<file path="src/rtl/vseq_pkg.sv">
package vseq_pkg;
    typedef enum logic [1:0] {
        ST_IDLE  = 2'd0,
        ST_FIRST = 2'd1,
        ST_ROM   = 2'd2
    } vseq_state_e;
endpackage

</file>
<file path="src/rtl/vseq_rom.sv">
module vseq_rom #(
    parameter int OP_W   = 16,
    parameter int SLOTS  = 4,
    parameter int ADDR_W = 5
) (
    input  logic [ADDR_W-1:0]     addr,
    output logic [SLOTS*OP_W-1:0] rd_ops,
    output logic [SLOTS-1:0]      rd_mask,
    output logic                  rd_end
);
    localparam int DEPTH = 1 << ADDR_W;
    localparam logic [OP_W-1:0] OP_TAG = OP_W'(1) << (OP_W - 1);

    logic [SLOTS*OP_W-1:0] ops_tbl  [DEPTH];
    logic [SLOTS-1:0]      mask_tbl [DEPTH];
    logic                  end_tbl  [DEPTH];

    // Contents are computed, one word per address.
    for (genvar a = 0; a < DEPTH; a++) begin : g_word
        localparam int CNT = (a % 4) + 1;
        for (genvar s = 0; s < SLOTS; s++) begin : g_slot
            assign ops_tbl[a][s*OP_W +: OP_W] = OP_TAG | (OP_W'(a) << 4) | OP_W'(s);
        end
        assign mask_tbl[a] = SLOTS'((1 << CNT) - 1);
        assign end_tbl[a]  = ((a % 8) == 7) || (a == DEPTH - 1);
    end

    assign rd_ops  = ops_tbl[addr];
    assign rd_mask = mask_tbl[addr];
    assign rd_end  = end_tbl[addr];
endmodule

</file>
<file path="src/rtl/vseq_pad.sv">
module vseq_pad #(
    parameter int OP_W  = 16,
    parameter int SLOTS = 4
) (
    input  logic [SLOTS*OP_W-1:0] raw_ops,
    input  logic [SLOTS-1:0]      mask,
    output logic [SLOTS*OP_W-1:0] ops
);
    for (genvar s = 0; s < SLOTS; s++) begin : g_slot
        assign ops[s*OP_W +: OP_W] = mask[s] ? raw_ops[s*OP_W +: OP_W] : '0;
    end
endmodule

</file>
<file path="src/rtl/vseq_fsm.sv">
module vseq_fsm
    import vseq_pkg::*;
(
    input  logic clk,
    input  logic rst_n,
    input  logic start,
    input  logic out_ready,
    input  logic rom_end,
    output logic out_valid,
    output logic busy,
    output logic sel_rom,
    output logic load,
    output logic step,
    output logic seed
);
    vseq_state_e state_q, state_d;

    always_ff @(posedge clk or negedge rst_n) begin
        if (!rst_n) state_q <= ST_IDLE;
        else        state_q <= state_d;
    end

    always_comb begin
        state_d = state_q;
        unique case (state_q)
            ST_IDLE:  if (start)     state_d = ST_FIRST;
            ST_FIRST: if (out_ready) state_d = ST_ROM;
            ST_ROM:   if (out_ready && rom_end) state_d = ST_IDLE;
            default:  state_d = ST_IDLE;
        endcase
    end

    always_comb begin
        out_valid = 1'b0;
        busy      = 1'b0;
        sel_rom   = 1'b0;
        load      = 1'b0;
        step      = 1'b0;
        seed      = 1'b0;
        unique case (state_q)
            ST_IDLE:  load = start;
            ST_FIRST: begin
                out_valid = 1'b1;
                busy      = 1'b1;
                seed      = out_ready;
            end
            ST_ROM: begin
                out_valid = 1'b1;
                busy      = 1'b1;
                sel_rom   = 1'b1;
                step      = out_ready && !rom_end;
            end
            default: ;
        endcase
    end
endmodule

</file>
<file path="src/rtl/vseq_gen.sv">
module vseq_gen #(
    parameter int OP_W   = 16,
    parameter int SLOTS  = 4,
    parameter int ADDR_W = 5
) (
    input  logic                  clk,
    input  logic                  rst_n,
    input  logic                  start,
    input  logic [ADDR_W-1:0]     start_addr,
    input  logic [SLOTS*OP_W-1:0] start_ops,
    input  logic [SLOTS-1:0]      start_mask,
    output logic                  out_valid,
    input  logic                  out_ready,
    output logic [SLOTS*OP_W-1:0] out_ops,
    output logic                  out_last,
    output logic                  busy
);
    localparam int GRP_W = SLOTS * OP_W;

    logic [GRP_W-1:0]  init_ops_q;
    logic [SLOTS-1:0]  init_mask_q;
    logic [ADDR_W-1:0] addr_q;
    logic [GRP_W-1:0]  rom_ops, raw_ops;
    logic [SLOTS-1:0]  rom_mask, raw_mask;
    logic              rom_end, sel_rom, load, step, seed;

    vseq_fsm u_fsm (
        .clk       (clk),
        .rst_n     (rst_n),
        .start     (start),
        .out_ready (out_ready),
        .rom_end   (rom_end),
        .out_valid (out_valid),
        .busy      (busy),
        .sel_rom   (sel_rom),
        .load      (load),
        .step      (step),
        .seed      (seed)
    );

    vseq_rom #(.OP_W(OP_W), .SLOTS(SLOTS), .ADDR_W(ADDR_W)) u_rom (
        .addr    (addr_q),
        .rd_ops  (rom_ops),
        .rd_mask (rom_mask),
        .rd_end  (rom_end)
    );

    always_ff @(posedge clk or negedge rst_n) begin
        if (!rst_n) begin
            init_ops_q  <= '0;
            init_mask_q <= '0;
            addr_q      <= '0;
        end else if (load) begin
            init_ops_q  <= start_ops;
            init_mask_q <= start_mask;
            addr_q      <= start_addr;
        end else if (step) begin
            addr_q      <= addr_q + 1'b1;
        end
    end

    assign raw_ops  = sel_rom ? rom_ops  : init_ops_q;
    assign raw_mask = sel_rom ? rom_mask : init_mask_q;

    vseq_pad #(.OP_W(OP_W), .SLOTS(SLOTS)) u_pad (
        .raw_ops (raw_ops),
        .mask    (raw_mask),
        .ops     (out_ops)
    );

    assign out_last = sel_rom && rom_end;

    logic unused_seed;
    assign unused_seed = seed;
endmodule

</file>
<file path="config.mk">
export PLATFORM = sky130hd
export DESIGN_NAME = vseq_gen
export DESIGN_NICKNAME = d
export VERILOG_FILES = /design/src/rtl/vseq_pkg.sv /design/src/rtl/vseq_rom.sv /design/src/rtl/vseq_pad.sv /design/src/rtl/vseq_fsm.sv /design/src/rtl/vseq_gen.sv
export SDC_FILE = /design/constraint.sdc
export NUM_CORES = 1
export LEC_CHECK = 0
export ABC_AREA = 1
export BUFFER_PORTS_ARGS = -buffer_cell sky130_fd_sc_hd__buf_2
export CORE_ASPECT_RATIO = 1.1
export CORE_MARGIN = 2
export CORE_UTILIZATION = 49
export DETAILED_ROUTE_END_ITERATION = 10
export PLACE_DENSITY = 0.8
export SLEW_MARGIN = 0
export SYNTH_ARGS = -nofsm -noshare
export SYNTH_HDL_FRONTEND = slang
export SYNTH_SLANG_ARGS = --single-unit
export TNS_END_PERCENT = 1
</file>
<file path="constraint.sdc">
create_clock -name clk -period 1.8 [get_ports clk]
set_input_delay 0.18 -clock clk [delete_from_list [all_inputs] [get_ports clk]]
set_output_delay 0.18 -clock clk [all_outputs]
set_load 0.05 [all_outputs]
</file>
== Word-level counts from Yosys, hierarchy flattened ==
Memories as Yosys holds them, arrays and structs flattened.
Index checks and enable logic that the tools add are counted.
Storage, ports and cells
  flip-flop bits (word level): 75
  memory bits (read-only): 2208
  input port bits: 77
  output and inout bits: 67
  logic and storage cells: 45
  memories kept: 3
Memory list
  (no name shown): depth 32, width 64, rd ports 1, clocked after memory_dff 0, wr ports 0, line vseq_rom.sv:28  | assign rd_ops = ops_tbl[addr];
  (no name shown): depth 32, width 4, rd ports 1, clocked after memory_dff 0, wr ports 0, line vseq_rom.sv:29  | assign rd_mask = mask_tbl[addr];
  (no name shown): depth 32, width 1, rd ports 1, clocked after memory_dff 0, wr ports 0, line vseq_rom.sv:30  | assign rd_end = end_tbl[addr];
Operators by class
  add/subtract/negate cells: 1
  magnitude comparators: 1
  equality and inequality tests: 5
  mux-type cells: 22
  bitwise gates (word level): 1
  reductions and logical operators: 8
Operators with widths (count)
  two-way mux 64 bit: 3
  two-way mux 16 bit: 4
  two-way mux 4 bit: 3
  two-way mux 5 bit: 2
  >= comparator 6 bit, second input constant: 1
  two-way mux 1 bit: 6
  two-way mux 2 bit: 3
  inverter 5 -> 6 bit: 1
  one-hot mux 2 bit (3 select lines): 1
  adder 5 x 1 -> 5 bit, second input constant: 1
  inequality test 2 bit, second input constant: 2
  logical AND 1 bit: 3
  AND reduction 3 bit: 1
  equality test 2 x 1 -> 1 bit, second input constant: 1
  equality test 2 bit, second input constant: 1
  logical NOT 2 bit: 1
  inequality test 2 x 1 -> 1 bit, second input constant: 1
  nonzero test 2 bit: 1
  OR reduction 2 bit: 1
  logical NOT 1 bit: 1

== Logic depth before layout (Yosys ltp) ==
  depth after elaboration: 9
  mapped depth: 9
  depth with buffers taken out: 8

== By module ==
From an unflattened synthesis, not the netlist that was laid out.
Unflattened totals
  cells, all modules: 714
  area, all modules: 5061.1 um^2
Modules (own cells, without submodules)
  vseq_gen: instances 1, cells an instance 476, area each 3708.6 um^2
  vseq_pad: instances 1, cells an instance 136, area each 610.6 um^2
  vseq_rom: instances 1, cells an instance 73, area each 524.3 um^2
  vseq_fsm: instances 1, cells an instance 29, area each 217.7 um^2

== Worst setup path before layout ==
OpenSTA, ideal clock, no wires.
  path type: register -> output
  start point: register u_fsm.state_q[0]
  end point: output port out_ops[37]
  arrival: 2.196 ns
  path slack: -0.576 ns
  stages on the path, launching flop included: 8
  buffers on the path: 2
  cells stage by stage: dfrtp_1 inv_1 ha_1 buf_4 inv_2 nand2_1 buf_2 o21ai_0
On the way
  cells in the longest elaborated chain, start to end: 4
  elaborated cells between the ends (all ways): 5
  those cells by class: eq/ne (1); mux (4)
RTL lines
  start: declaration: line vseq_fsm.sv:16  | vseq_state_e state_q, state_d;
  start signal: assignment: line vseq_fsm.sv:20  | else state_q <= state_d;
  equality test 2 bit *: line vseq_fsm.sv:40  | unique case (state_q)
  two-way mux 1 bit *: line vseq_fsm.sv:40
  two-way mux 64 bit or two-way mux 4 bit (tied branches): line vseq_gen.sv:62, vseq_gen.sv:63
  two-way mux 16 bit *: line vseq_pad.sv:10  | assign ops[s*OP_W +: OP_W] = mask[s] ? raw_ops[s*OP_W +: OP_W] : '0;
  end: declaration: line vseq_gen.sv:14  | output logic [SLOTS*OP_W-1:0] out_ops,
Every way passes the cells marked *; elsewhere a longest branch is shown, timed or not.

== Final worst setup path ==
  start point: register u_fsm.state_q[0]
  end point: output port out_ops[31]
Same word-level chain as after synthesis.

==> flow_summary_export.csv <==
group,metric,value,unit
worst_setup_path,critical_path.reg2reg.startpoint,"u_fsm.state_q[1]$_DFFE_PN0P_",
clocking,htree_num_levels,3,
clocking,cts.sinks,75,
place,place.gp.congestion,0.950,
drt,vias,3471,
global_route,grt_overflow_total,0,
place,detailedPlacementHpwl,7.00,mm
synth,avgSynthCellArea,8.69,um^2
timing,slew_headroom,72.4,%
place,io_buffer_count,143,
die,fp.dieW,88.2,um
timing,postLayoutSetupSlackWorst,-135,ps
drt,route.detailed.vias_per_inst,4.89,
synth,netlist.area_leader.share,49.1,%
drt,detail_route.drc_violations,0,
worst_setup_path,setup.worst_path.class,"flop to output pin",
worst_setup_path,path_common_cell,"sky130_fd_sc_hd__inv_2",
clocking,tritoncts,"yes",
run_status,failed_checks,"negative setup slack",
die,io_pins,144,
die,design.die.area,8520,um^2
worst_setup_path,critPathTopFamily,"simple AND/OR/NAND/NOR gates",
timing,timing.final.crit_period,1940,ps
timing,finalClockSkew,11.5,ps
timing,final_max_tran_viols,0,
run_status,run_status,"finished, violations left",
die,design.core.area,7510,um^2
die,floorplan.rows,33,
worst_hold_path,hold_start,"start_ops[15]",
worst_setup_path,crit_path_end_kind,"output pin",
global_route,groute.usage.overall,24.7,%
worst_hold_path,holdCritPathClass,"input port to flop",
die,chipHeight,96.6,um
timing,finalSetupTns,-4070,ps
synth,netlist.top_cell.by_area,"sky130_fd_sc_hd__dfrtp_1",
global_route,antenna_found_initial,0,
worst_setup_path,required,1620,ps
global_route,pin_count_of_the_biggest_net_entering_global_routing,76,
worst_hold_path,whs_endpoint,"init_ops_q[15]$_DFFE_PN0P_",
drt,number_of_antenna_violating_nets_in_the_routed_design,0,
finish,nets,685,
finish,antenna_diode_count,0,
global_route,grt_first_pass_wirelength,16.5,mm
drt,detail_route.wl_per_cell,14.9,um
drt,detail_route.wirelength,10.6,mm
synth,ys_seq_elements,75,
timing,rsz0062_at_grt,"yes",
synth,synth_seq_area_share,49.1,%
synth,synth_warnings,0,
timing,endpoints_failing_hold,0,
clocking,clock_latency,340,ps
timing,fmaxAchievable,0.517,GHz
drt,dr.first_iter.drc_count,100,
finish,post_route_cells_drive_above_1_share,45.3,%
die,effective_utilization_at_floorplan,50.9,%
worst_setup_path,critPathMaxStageDelay,400,ps
worst_setup_path,regToRegEndpoint,"addr_q[4]$_DFFE_PN0P_",
clocking,clock_tree.root_cell,"sky130_fd_sc_hd__clkbuf_8",
worst_setup_path,timing.critical_path.from_type,"flop",
synth,syn_area,3820,um^2
worst_setup_path,reg2reg_slack,130,ps
worst_setup_path,reg2reg_depth,9,
synth,synth_top_area_cells,"sky130_fd_sc_hd__dfrtp_1, sky130_fd_sc_hd__mux2_4, sky130_fd_sc_hd__nor2_1, sky130_fd_sc_hd__nand2_1, sky130_fd_sc_hd__inv_1",
worst_setup_path,worstPathMaxFanout,6,
job,timing.max_cap.violations,0,
timing,finalCritPeriodShare,108,%
worst_setup_path,crit_path_cell_trace,"inv_2 > ha_4 > inv_6 > or2_4 > nand2_4 > inv_2 > nor2_2 > buf_6",
synth,netlist_instances,440,
drt,first_pass_iters,4,
finish,area_growth_syn_to_layout,49.7,%
clocking,numCtsBuffers,9,
global_route,grt_pass1_vias,3510,
synth,mappedNetlistNets,525,
clocking,ctsLongestPathBuffers,2,
worst_setup_path,timing.critical_path.arrival,1760,ps
timing,setup_viol,61,
clocking,path_clk_slew,80,ps
worst_hold_path,cell_depth_of_the_worst_min_delay_path,2,
timing,tightestPinTransition,414,ps
synth,post_synth_num_cell_types,18,
worst_setup_path,worstPathBufferInverterCount,4,
worst_setup_path,timing.critical_path.slowest_stage_cell,"sky130_fd_sc_hd__dfrtp_1",
-- per-stage QoR --
step	instance area, um^2	cells	setup slack [ps]	hold slack [ps]	util (%)
global placement	4780	683	-19.3	223	63.6
floorplan	3860	440	-141	-116	-
CTS	5480	707	-156	50.1	72.9
detailed placement	4780	683	-26.9	223	63.6
global route	5720	710	-201	51.5	76.2
finish	5720	710	-135	64.6	76.2
-- cell families (layout without fill, tap and decap cells) --
group,Yosys count,in the layout,synth area share (%)
flops,75,75,49.1
simple gates,193,193,19.8
buf+inv,88,253,10.3
mux,31,31,12.2
compound gates,45,45,5.96
fa+ha+maj,8,8,2.62
-- state kept, by name, indices dropped and copies added, names as in the netlist --
| signal | cells |
|---|---|
| init_ops_q | 64 |
| addr_q | 5 |
| init_mask_q | 4 |
| u_fsm.state_q | 2 |
-- synth_stat cells (all sizes together) --
| cell | count |
|---|---|
| a21oi | 39 |
| buf | 16 |
| clkbuf | 3 |
| dfrtp | 75 |
| ha | 8 |
| inv | 69 |
| mux2 | 31 |
| nand2 | 88 |
| nand3 | 13 |
| nand4 | 2 |
| nor2 | 89 |
| o211ai | 1 |
| o21ai | 5 |
| or2 | 1 |
-- layout make-up --
class | instances | area (um^2)
Clock buffer | 12 | 155
Clock inverter | 4 | 72.6
Fill cell | 487 | 1790
Inverter | 69 | 264
Multi-Input combinational cell | 277 | 1770
Sequential cell | 75 | 1880
Tap cell | 105 | 131
Timing Repair Buffer | 168 | 1450
-- layout by cell type (no fill, tap or decap), types with 8 or more instances in the layout --
master                     count
sky130_fd_sc_hd__buf_6        62
sky130_fd_sc_hd__buf_2        77
sky130_fd_sc_hd__clkbuf_8     11
sky130_fd_sc_hd__dfrtp_1      74
sky130_fd_sc_hd__inv_1        61
sky130_fd_sc_hd__nand3_1      13
sky130_fd_sc_hd__mux2_4       31
sky130_fd_sc_hd__a21oi_1      39
sky130_fd_sc_hd__buf_4        14
sky130_fd_sc_hd__nor2_2       34
sky130_fd_sc_hd__nand2_1      80
sky130_fd_sc_hd__buf_12        8
sky130_fd_sc_hd__nor2_1       51
-- repair_timing --
item,in CTS,in global routing
setup buffers,6,3
pin swaps,3,4
endpoints found under the setup margin,65,76
endpoints found under the hold margin,75,0
hold buffers,1,0
resized for setup,132,68
cloned,1,0
-- metal layers --
metal / vias to the layer above / wire length (um) / GRT usage, %
met5: - / 0 / 0
met4: 0 / 380 / 9.91
met3: 37 / 541 / 4.86
met2: 145 / 5600 / 43.4
met1: 1630 / 4060 / 29.1
li1: 1659 / - / -
-- how the worst max path moves through the flow --
stage / from / end / cells after the start
finish: u_fsm.state_q[0]$_DFFE_PN0P_ / out_ops[31] / 8
global route: u_fsm.state_q[0]$_DFFE_PN0P_ / out_ops[40] / 10
global placement: u_fsm.state_q[0]$_DFFE_PN0P_ / out_ops[37] / 8
CTS: u_fsm.state_q[1]$_DFFE_PN0P_ / out_ops[37] / 7
floorplan: u_fsm.state_q[0]$_DFFE_PN0P_ / out_ops[33] / 8
detailed placement: u_fsm.state_q[0]$_DFFE_PN0P_ / out_ops[37] / 8
Power is left out: the tool's default activity adds up to more than one toggle a clock period on the data nets, which glitch-free logic cannot reach.
